$ cat config.mk
export PLATFORM = sky130hd
export DESIGN_NAME = sci_status_flags
export DESIGN_NICKNAME = d
export VERILOG_FILES = /design/src/rtl/sci_flag_pkg.sv /design/src/rtl/sci_rx_flags.sv /design/src/rtl/sci_idle_fsm.sv /design/src/rtl/sci_tx_done_fsm.sv /design/src/rtl/sci_status_flags.sv
export SDC_FILE = /design/constraint.sdc
export NUM_CORES = 1
export LEC_CHECK = 0
export BUFFER_PORTS_ARGS = -buffer_cell sky130_fd_sc_hd__buf_2
export CORE_ASPECT_RATIO = 1.1
export CORE_UTILIZATION = 49
export CTS_CLUSTER_DIAMETER = 150
export DETAILED_ROUTE_END_ITERATION = 10
export PLACE_DENSITY = 0.87
export SETUP_SLACK_MARGIN = 0.5
export SLEW_MARGIN = 30
export SYNTH_ARGS = -nofsm -noshare
export SYNTH_HDL_FRONTEND = slang
export SYNTH_SLANG_ARGS = --single-unit
$ cat constraint.sdc
create_clock -name clk -period 2.1 [get_ports clk]
set_input_delay 0.42 -clock clk [delete_from_list [all_inputs] [get_ports clk]]
set_output_delay 0.42 -clock clk [all_outputs]
set_load 0.1 [all_outputs]
$ cat src/rtl/sci_flag_pkg.sv
package sci_flag_pkg;

    typedef struct packed {
        logic rxf;
        logic idle;
        logic ovr;
        logic nf;
    } rx_flag_vec_t;

    typedef enum logic [1:0] {
        IDL_WAIT_CHAR = 2'd0,
        IDL_ARMED     = 2'd1,
        IDL_FLAGGED   = 2'd2
    } idle_state_t;

    typedef enum logic [1:0] {
        TX_EMPTY      = 2'd0,
        TX_WAIT_START = 2'd1,
        TX_SHIFTING   = 2'd2
    } tx_state_t;

endpackage

$ cat src/rtl/sci_rx_flags.sv
module sci_rx_flags #(
    parameter int DATA_W = 8
) (
    input  logic              clk,
    input  logic              rst_n,
    input  logic              char_done,
    input  logic [DATA_W-1:0] char_data,
    input  logic              char_noise,
    input  logic              clr_rxf,
    input  logic              clr_or,
    input  logic              clr_nf,
    output logic              char_accept,
    output logic [DATA_W-1:0] hold_data,
    output logic              flag_rxf,
    output logic              flag_or,
    output logic              flag_nf
);

    logic ovr_evt;

    always_comb begin
        char_accept = char_done && (!flag_rxf || clr_rxf);
        ovr_evt     = char_done && flag_rxf && !clr_rxf;
    end

    always_ff @(posedge clk or negedge rst_n) begin
        if (!rst_n) begin
            hold_data <= '0;
            flag_rxf  <= 1'b0;
            flag_or   <= 1'b0;
            flag_nf   <= 1'b0;
        end else begin
            if (char_accept) begin
                hold_data <= char_data;
                flag_rxf  <= 1'b1;
            end else if (clr_rxf) begin
                flag_rxf  <= 1'b0;
            end

            if (ovr_evt)     flag_or <= 1'b1;
            else if (clr_or) flag_or <= 1'b0;

            if (char_done && char_noise) flag_nf <= 1'b1;
            else if (clr_nf)             flag_nf <= 1'b0;
        end
    end


    load_chk: assert property (@(posedge clk) disable iff (!rst_n)
        char_accept |=> flag_rxf && (hold_data == $past(char_data)));


    ovr_keeps_data_chk: assert property (@(posedge clk) disable iff (!rst_n)
        ovr_evt |=> flag_or && $stable(hold_data));


    rxf_hold_chk: assert property (@(posedge clk) disable iff (!rst_n)
        flag_rxf && !clr_rxf |=> flag_rxf);

endmodule

$ cat src/rtl/sci_idle_fsm.sv
module sci_idle_fsm
    import sci_flag_pkg::*;
#(
    parameter int IDLE_SHORT = 10,
    parameter int IDLE_LONG  = 11
) (
    input  logic clk,
    input  logic rst_n,
    input  logic rx_en,
    input  logic long_frame,
    input  logic bit_tick,
    input  logic rx_line,
    input  logic char_accept,
    input  logic clr_idle,
    output logic flag_idle
);

    localparam int CNT_W = $clog2(IDLE_LONG + 1);
    localparam logic [CNT_W:0] THR_S = IDLE_SHORT[CNT_W:0];
    localparam logic [CNT_W:0] THR_L = IDLE_LONG[CNT_W:0];

    idle_state_t      state_q, state_d;
    logic [CNT_W-1:0] ones_q;
    logic [CNT_W:0]   ones_inc;
    logic [CNT_W:0]   thr;
    logic             hit;

    always_comb begin
        thr      = long_frame ? THR_L : THR_S;
        ones_inc = {1'b0, ones_q} + 1'b1;
        hit      = bit_tick && rx_line && (ones_inc >= thr);
    end

    always_ff @(posedge clk or negedge rst_n) begin
        if (!rst_n) begin
            ones_q <= '0;
        end else if (!rx_en || char_accept) begin
            ones_q <= '0;
        end else if (bit_tick) begin
            if (!rx_line)        ones_q <= '0;
            else if (ones_inc < thr) ones_q <= ones_inc[CNT_W-1:0];
        end
    end

    always_comb begin
        state_d = state_q;
        if (!rx_en) begin
            state_d = IDL_WAIT_CHAR;
        end else begin
            unique case (state_q)
                IDL_WAIT_CHAR: if (char_accept) state_d = IDL_ARMED;
                IDL_ARMED:     if (!char_accept && hit) state_d = IDL_FLAGGED;
                IDL_FLAGGED:   if (clr_idle)
                                   state_d = char_accept ? IDL_ARMED : IDL_WAIT_CHAR;
                default:       state_d = IDL_WAIT_CHAR;
            endcase
        end
    end

    always_ff @(posedge clk or negedge rst_n) begin
        if (!rst_n) state_q <= IDL_WAIT_CHAR;
        else        state_q <= state_d;
    end

    always_comb begin
        flag_idle = (state_q == IDL_FLAGGED);
    end


    idle_from_armed_chk: assert property (@(posedge clk) disable iff (!rst_n)
        $rose(flag_idle) |-> $past(state_q) == IDL_ARMED);


    disabled_no_idle_chk: assert property (@(posedge clk) disable iff (!rst_n)
        !rx_en |=> !flag_idle);

endmodule

$ cat src/rtl/sci_tx_done_fsm.sv
module sci_tx_done_fsm
    import sci_flag_pkg::*;
(
    input  logic clk,
    input  logic rst_n,
    input  logic tx_load,
    input  logic tx_busy,
    output logic flag_tc
);

    tx_state_t state_q, state_d;
    logic      more_q, more_d;

    always_comb begin
        state_d = state_q;
        more_d  = more_q;
        unique case (state_q)
            TX_EMPTY: begin
                more_d = 1'b0;
                if (tx_load) state_d = TX_WAIT_START;
            end
            TX_WAIT_START: begin
                more_d = 1'b0;
                if (tx_busy) state_d = TX_SHIFTING;
            end
            TX_SHIFTING: begin
                if (tx_load) more_d = 1'b1;
                if (!tx_busy) begin
                    state_d = (more_q || tx_load) ? TX_WAIT_START : TX_EMPTY;
                    more_d  = 1'b0;
                end
            end
            default: begin
                state_d = TX_EMPTY;
                more_d  = 1'b0;
            end
        endcase
    end

    always_ff @(posedge clk or negedge rst_n) begin
        if (!rst_n) begin
            state_q <= TX_EMPTY;
            more_q  <= 1'b0;
        end else begin
            state_q <= state_d;
            more_q  <= more_d;
        end
    end

    always_comb begin
        flag_tc = (state_q == TX_EMPTY);
    end


    tc_drop_chk: assert property (@(posedge clk) disable iff (!rst_n)
        tx_load |=> !flag_tc);


    tc_busy_low_chk: assert property (@(posedge clk) disable iff (!rst_n)
        tx_busy |-> !flag_tc || $past(!tx_busy));

endmodule

$ cat src/rtl/sci_status_flags.sv
module sci_status_flags
    import sci_flag_pkg::*;
#(
    parameter int DATA_W     = 8,
    parameter int IDLE_SHORT = 10,
    parameter int IDLE_LONG  = 11
) (
    input  logic              clk,
    input  logic              rst_n,
    input  logic              rx_en,
    input  logic              long_frame,
    input  logic              rx_bit_tick,
    input  logic              rx_line,
    input  logic              rx_char_done,
    input  logic [DATA_W-1:0] rx_char_data,
    input  logic              rx_char_noise,
    input  logic              tx_load,
    input  logic              tx_busy,
    input  logic              stat_rd,
    input  logic              data_rd,
    input  logic              ie_rxf,
    input  logic              ie_idle,
    input  logic              ie_or,
    input  logic              ie_nf,
    input  logic              ie_tc,
    output logic [DATA_W-1:0] rx_data,
    output logic              flag_tc,
    output logic              flag_rxf,
    output logic              flag_idle,
    output logic              flag_or,
    output logic              flag_nf,
    output logic              irq_rx,
    output logic              irq_err,
    output logic              irq_tx
);

    rx_flag_vec_t seen_q;
    rx_flag_vec_t cur;
    rx_flag_vec_t clr;
    logic         char_accept;

    always_comb begin
        cur = '{rxf: flag_rxf, idle: flag_idle, ovr: flag_or, nf: flag_nf};
        clr = data_rd ? seen_q : '0;
    end

    always_ff @(posedge clk or negedge rst_n) begin
        if (!rst_n)       seen_q <= '0;
        else if (stat_rd) seen_q <= cur;
        else if (data_rd) seen_q <= '0;
    end

    sci_rx_flags #(.DATA_W(DATA_W)) u_rx (
        .clk         (clk),
        .rst_n       (rst_n),
        .char_done   (rx_char_done),
        .char_data   (rx_char_data),
        .char_noise  (rx_char_noise),
        .clr_rxf     (clr.rxf),
        .clr_or      (clr.ovr),
        .clr_nf      (clr.nf),
        .char_accept (char_accept),
        .hold_data   (rx_data),
        .flag_rxf    (flag_rxf),
        .flag_or     (flag_or),
        .flag_nf     (flag_nf)
    );

    sci_idle_fsm #(.IDLE_SHORT(IDLE_SHORT), .IDLE_LONG(IDLE_LONG)) u_idle (
        .clk         (clk),
        .rst_n       (rst_n),
        .rx_en       (rx_en),
        .long_frame  (long_frame),
        .bit_tick    (rx_bit_tick),
        .rx_line     (rx_line),
        .char_accept (char_accept),
        .clr_idle    (clr.idle),
        .flag_idle   (flag_idle)
    );

    sci_tx_done_fsm u_tx (
        .clk     (clk),
        .rst_n   (rst_n),
        .tx_load (tx_load),
        .tx_busy (tx_busy),
        .flag_tc (flag_tc)
    );

    always_comb begin
        irq_rx  = (flag_rxf & ie_rxf) | (flag_idle & ie_idle);
        irq_err = (flag_or & ie_or) | (flag_nf & ie_nf);
        irq_tx  = flag_tc & ie_tc;
    end


    seen_empty_chk: assert property (@(posedge clk) disable iff (!rst_n)
        data_rd && !stat_rd |=> seen_q == '0);


    no_unseen_clear_chk: assert property (@(posedge clk) disable iff (!rst_n)
        flag_or && !(data_rd && seen_q.ovr) |=> flag_or);


    set_wins_chk: assert property (@(posedge clk) disable iff (!rst_n)
        rx_char_done && data_rd && seen_q.rxf |=> flag_rxf && !$rose(flag_or));

endmodule

* Word-level counts from Yosys, hierarchy flattened
Index checks and enable logic that the tools add are counted.
Storage, ports and cells: bits in registers 24, input bits 25, output and inout bits 16, logic and storage cells 86
Operators by class: $add $sub $neg 1, $lt $le $gt $ge 2, eq/ne operators 12, mux-type cells 28, bitwise logic cells 7, reductions and logical operators 24
Operators by type and width (count):
- 4-bit 2-to-1 mux | 7
- 2-bit 2-to-1 mux | 7
- 1-bit 2-to-1 mux | 12
- 2-bit case mux with 3 select lines | 2
- 2-bit nonzero test | 5
- 3-bit by 2-bit != test with 1-bit output, second input constant | 3
- 1-bit logical AND | 7
- 2-bit != test, second input constant | 3
- 3-bit AND reduction | 2
- 4-bit by 1-bit adder with 5-bit output, second input constant | 1
- 1-bit AND | 5
- 5-bit greater-or-equal comparator | 1
- 5-bit less-than comparator | 1
- 2-bit by 1-bit equality test with 1-bit output, second input constant | 2
- 2-bit equality test, second input constant | 2
- 1-bit zero test | 4
- 2-bit zero test | 2
- 1-bit logical OR | 3
- 3-bit by 1-bit != test with 1-bit output, second input constant | 1
- 3-bit != test, second input constant | 1
- 1-bit OR | 2
- 2-bit AND reduction | 1

* Logic depth before layout (Yosys ltp)
depth after elaboration 8, gate-level depth with buffers 6, mapped depth without buffers 6

* Modules after synthesis
From an unflattened synthesis, not the netlist that was laid out.
Unflattened totals: cells, all modules 108, area total of the unflattened synthesis 1237.4 um2
By module, submodules not included:
- sci_rx_flags | instances 1, cells an instance 29, area each 454.2 um2
- sci_idle_fsm | instances 1, cells an instance 51, area each 450.4 um2
- sci_status_flags | instances 1, cells an instance 16, area each 190.2 um2
- sci_tx_done_fsm | instances 1, cells an instance 12, area each 142.6 um2

* Least setup slack after synthesis
OpenSTA, ideal clock, no wires.
kind reg2out, start reg u_idle.state_q[0], end out irq_rx, data arrival time 2.758 ns, data required time 1.680 ns, slack -1.078 ns, cell stages (with the launch flop) 3, buffers on the path 0, cell sequence dfrtp_1 -> nor2b_1 -> a22o_1
Between the ends: cells in the longest elaborated chain, start to end 3
RTL lines:
- from (decl) | RTL line sci_idle_fsm.sv:22 | idle_state_t state_q, state_d;
- from (signal assigned) | RTL line sci_idle_fsm.sv:62 | else state_q <= state_d;
- 2-bit equality test | RTL line sci_idle_fsm.sv:66 | flag_idle = (state_q == IDL_FLAGGED);
- net flag_idle | RTL line sci_status_flags.sv:29 | output logic flag_idle,
- 1-bit AND | RTL line sci_status_flags.sv:90 | irq_rx = (flag_rxf & ie_rxf) | (flag_idle & ie_idle);
- 1-bit OR | RTL line sci_status_flags.sv:90
- to (decl) | RTL line sci_status_flags.sv:32 | output logic irq_rx,
The timed path passes the listed nets, and every way through them passes these cells.

* Worst setup path in the final report
start reg u_idle.ones_q[0], end reg u_idle.ones_q[1]
Between the ends: cells in the longest elaborated chain, start to end 5
RTL lines:
- from (decl) | RTL line sci_idle_fsm.sv:23 | logic [CNT_W-1:0] ones_q;
- from (signal assigned) | RTL line sci_idle_fsm.sv:41 | else if (ones_inc < thr) ones_q <= ones_inc[CNT_W-1:0];
- 4-bit by 1-bit adder with 5-bit output * | RTL line sci_idle_fsm.sv:30 | ones_inc = {1'b0, ones_q} + 1'b1;
- branches (longest 4 deep; another with 5-bit less-than comparator)
Mark *: on every way between the ends. The select of a mux whose other input is x is not followed. A chain may end at the register's enable or synchronous reset.

==> PnR_summary.wiki <==
{| class="wikitable"
! Metric !! Value
|-
| Maximum vdd ir drop || 0.000764 V
|-
| Top Ports || 41
|-
| I/O Buffers || 40
|-
| Synth cell types || 35
|-
| Storage cell area || 611 sq um
|-
| Buffer type at the clock tree root || clkbuf_4
|-
| Global routing usage on met1 || 26.4%
|-
| Vias in the first global route || 1014
|-
| Unrepaired setup endpoints after global routing || yes
|-
| Antenna violations before repair || 0
|-
| Clock buffers created by TritonCTS || 3
|-
| Pwr per Cell Area || 1030 nW/um^2
|-
| Routed Antenna Nets || 0
|-
| Std-Cell Rows || 18
|-
| Sw frac || 46.3%
|-
| Critical Path Start Type || flop
|-
| Total Neg Setup Slack || 0 ns
|-
| Average via count per standard cell || 5.59
|-
| Fraction of the yosys area taken by sequential cells || 50.3%
|-
| Setup violations, final || 0
|-
| Transition time at the pin with the least slew margin || 0.529 ns
|-
| Area growth from synthesis to final layout || 39.9%
|-
| Post-route minimum period || 1.67 ns
|-
| Detailed Route Iter0 Violations || 9
|-
| Status || complete, no violations
|-
| Share of final-layout standard cells stronger than drive strength 1 || 52.9%
|-
| Drc violations || 0
|-
| Die outline area || 2640 sq um
|-
| Clock-pin transition on the worst setup and hold timing paths || 0.14 ns
|-
| Most frequent cells in the layout || buf_2 (31), dfrtp_1 (18), nand2_1 (11), buf_4 (10)
|-
| Footprint of the multi-input gates || 658 sq um
|-
| Internal portion of total power || 0.925 mW
|-
| Total instance count after detailed placement || 176
|-
| Routed WL per cell || 15.2 um
|-
| Syn. warnings || 0
|-
| Setup Crit Path Kind || reg2reg
|-
| Overall routing resource usage || 23.9%
|-
| Layer with the highest usage after global routing || met2
|-
| Nets@finish || 185
|-
| Leading cell type in the layout, fill and taps excluded || buf_2
|-
| Leakage || 0.775 nW
|-
| Worst setup path start || u_idle.ones_q[0]$_DFFE_PN0P_
|-
| Reg-to-reg slack, setup || 0.43 ns
|-
| Reported net switching power || 0.797 mW
|-
| Final global-route overflow total || 0
|-
| Worst setup skew after layout || 0.00851 ns
|-
| Setup WS post-layout || 0.427 ns
|-
| Part of the power in registers || 34.4%
|-
| Post-Synthesis Net Count || 135
|-
| Number of max-slew violations in the final report || 0
|-
| Max_cap viols || 0
|-
| Hold_ws || 0.0548 ns
|-
| Clock Path Buffers || 2
|-
| First-pass GRT wire length || 4620 um
|-
| Number of detailed-route iterations in the first pass || 4
|-
| Yosys reg bits || 24
|-
| Number of levels in the clock H-tree || 1
|-
| Data arrival time at the worst-slack endpoint || 1.91 ns
|-
| Peak clock frequency supported by timing || 0.598 GHz
|-
| Clock tree from TritonCTS || yes
|-
| Critical register-to-register path startpoint || u_idle.ones_q[0]$_DFFE_PN0P_
|-
| Area of the core || 2270 sq um
|-
| Worst setup slack before clock tree synthesis || 0.344 ns
|-
| Post-synth design cell area || 1190 sq um
|-
| Final standard cell area without fillers || 1670 sq um
|-
| Final estimated routing congestion in global placement || 0.879
|-
| Count of filler cells inserted in the layout || 169
|-
| Avg Inst Size Synth || 11.1 sq um
|-
| Number of flops mapped to enable cells by yosys || 0
|-
| Share of async-settable or async-resettable flops after synthesis || 100%
|-
| Post-DP Area || 1470 sq um
|-
| Total vias in the final route || 1045
|-
| Share of power burned in the clock network || 19.4%
|-
| Wirelength, routed || 2850 um
|-
| Clock tree sinks || 24
|-
| Worst EP required || 2.34 ns
|-
| Number of standard cells after synthesis || 108
|-
| Met3 usage in global routing || 3.39%
|-
| Critical R2R Capture || u_idle.ones_q[1]$_DFFE_PN0P_
|-
| Register-to-Register Path Depth || 6
|-
| Starting Density || 52.5%
|-
| Antenna fix cells || 0
|-
| Power after layout || 1.72 mW
|-
| Max FO, Critical Path || 4
|-
| Non-Filler Instances || 187
|-
| Capturing element type of the critical path || flop
|-
| Die outline width || 49.1 um
|-
| Ratio of final minimum period to clock period || 79.7%
|-
| Part of the total power dissipated in combinational logic || 46.2%
|-
| Worst skew pair latency || 0.32 ns
|-
| Maximum number of pins on one net before global-route repair || 25
|-
| Remaining max-slew budget at the tightest pin || 64.7%
|-
| Global-route track usage on met2 || 45.4%
|-
| DIE HEIGHT || 53.8 um
|-
| Kind of path behind the tightest hold check || in2async
|-
| Most instantiated flip-flop cell in the synthesis netlist || dfrtp_1
|-
| Post-detailed-placement half-perimeter wirelength || 1940 um
|-
| Layout Utilization || 73.4%
|-
| Number of endpoints with negative hold slack in the final report || 0
|}
power by group through the flow:
stage	Clock, mW	Combinational (mW)	Sequential (mW)
final	0.335	0.795	0.592
after global routing	0.354	0.821	0.601
after CTS	0.338	0.787	0.587
after detailed placement	0	0.722	0.602
after global placement	0	0.712	0.595
after floorplan	0	0.259	0.935
per-layer routing:
layer / part of all wire [%] / up-vias / wire, um
li1: - / 490 / -
met1: 39 / 503 / 1110
met2: 54 / 40 / 1530
met3: 3.8 / 12 / 108
met4: 3.4 / 0 / 97
met5: 0 / - / 0
Yosys cell counts, drive strengths merged (3+ instances only):
cell type   n  area share, %
dfrtp      24             50
nand2      12            4.0
mux2       10            9.7
a21oi       8            4.0
a22o        8            5.9
nor2        7            2.2
nand2b      5            2.6
a21boi      3            1.9
and2        3            1.6
nand3       3            1.3
nor2b       3            1.6
o21ai       3            1.3
worst max path at each step:
stage / depth (start not counted) / slack (ns) / endpoint
after floorplan: 2 / 0.31 / irq_tx
after global placement: 4 / 0.40 / u_rx.hold_data[3]$_DFFE_PN0P_
after detailed placement: 6 / 0.34 / u_idle.ones_q[1]$_DFFE_PN0P_
after CTS: 3 / 0.43 / irq_rx
after global routing: 2 / 0.40 / flag_idle
final: 6 / 0.43 / u_idle.ones_q[1]$_DFFE_PN0P_
registers in the layout, summed over array words and instances, names as in the netlist:
| name | cells |
|---|---|
| seen_q | 4 |
| u_tx.more_q | 1 |
| u_tx.state_q | 2 |
| u_idle.ones_q | 4 |
| u_rx.flag_or | 1 |
| u_rx.flag_nf | 1 |
| u_rx.hold_data | 8 |
| u_idle.state_q | 2 |
| u_rx.flag_rxf | 1 |
critical path: stages (launching register included):
cell and delay [ns]:
dfrtp_2 0.47, ha_4 0.18, and4b_4 0.33, a21oi_2 0.08, nand3b_4 0.11, mux2_4 0.30, a21oi_2 0.14
cells by family (layout without fill, tap and decap cells):
logic type	Yosys count	count (layout)	share of synthesized area, %
muxes	11	11	10.6
DFF	24	24	50.3
adders and majority gates	2	2	2.10
AOI/OAI and AO/OA	28	28	17.2
buffers and inverters	3	52	1.68
and+or+nand+nor	40	40	18.1
layout make-up:
type / count / area share [%]
Multi-Input combinational cell: 81 / 39.4
Clock buffer: 3 / 1.35
Inverter: 1 / 0.225
Timing Repair Buffer: 47 / 18.4
Clock inverter: 1 / 1.80
Sequential cell: 24 / 36.6
Tap cell: 30 / 2.25
repair_timing:
| item | in CTS | in global routing |
|---|---|---|
| endpoints found under the setup margin | 20 | 12 |
| pin swaps | 4 | 1 |
| setup buffers | 7 | 0 |
| resized for setup | 21 | 5 |
| hold buffers | 0 | 0 |
Power figures use the tool's default switching activity.
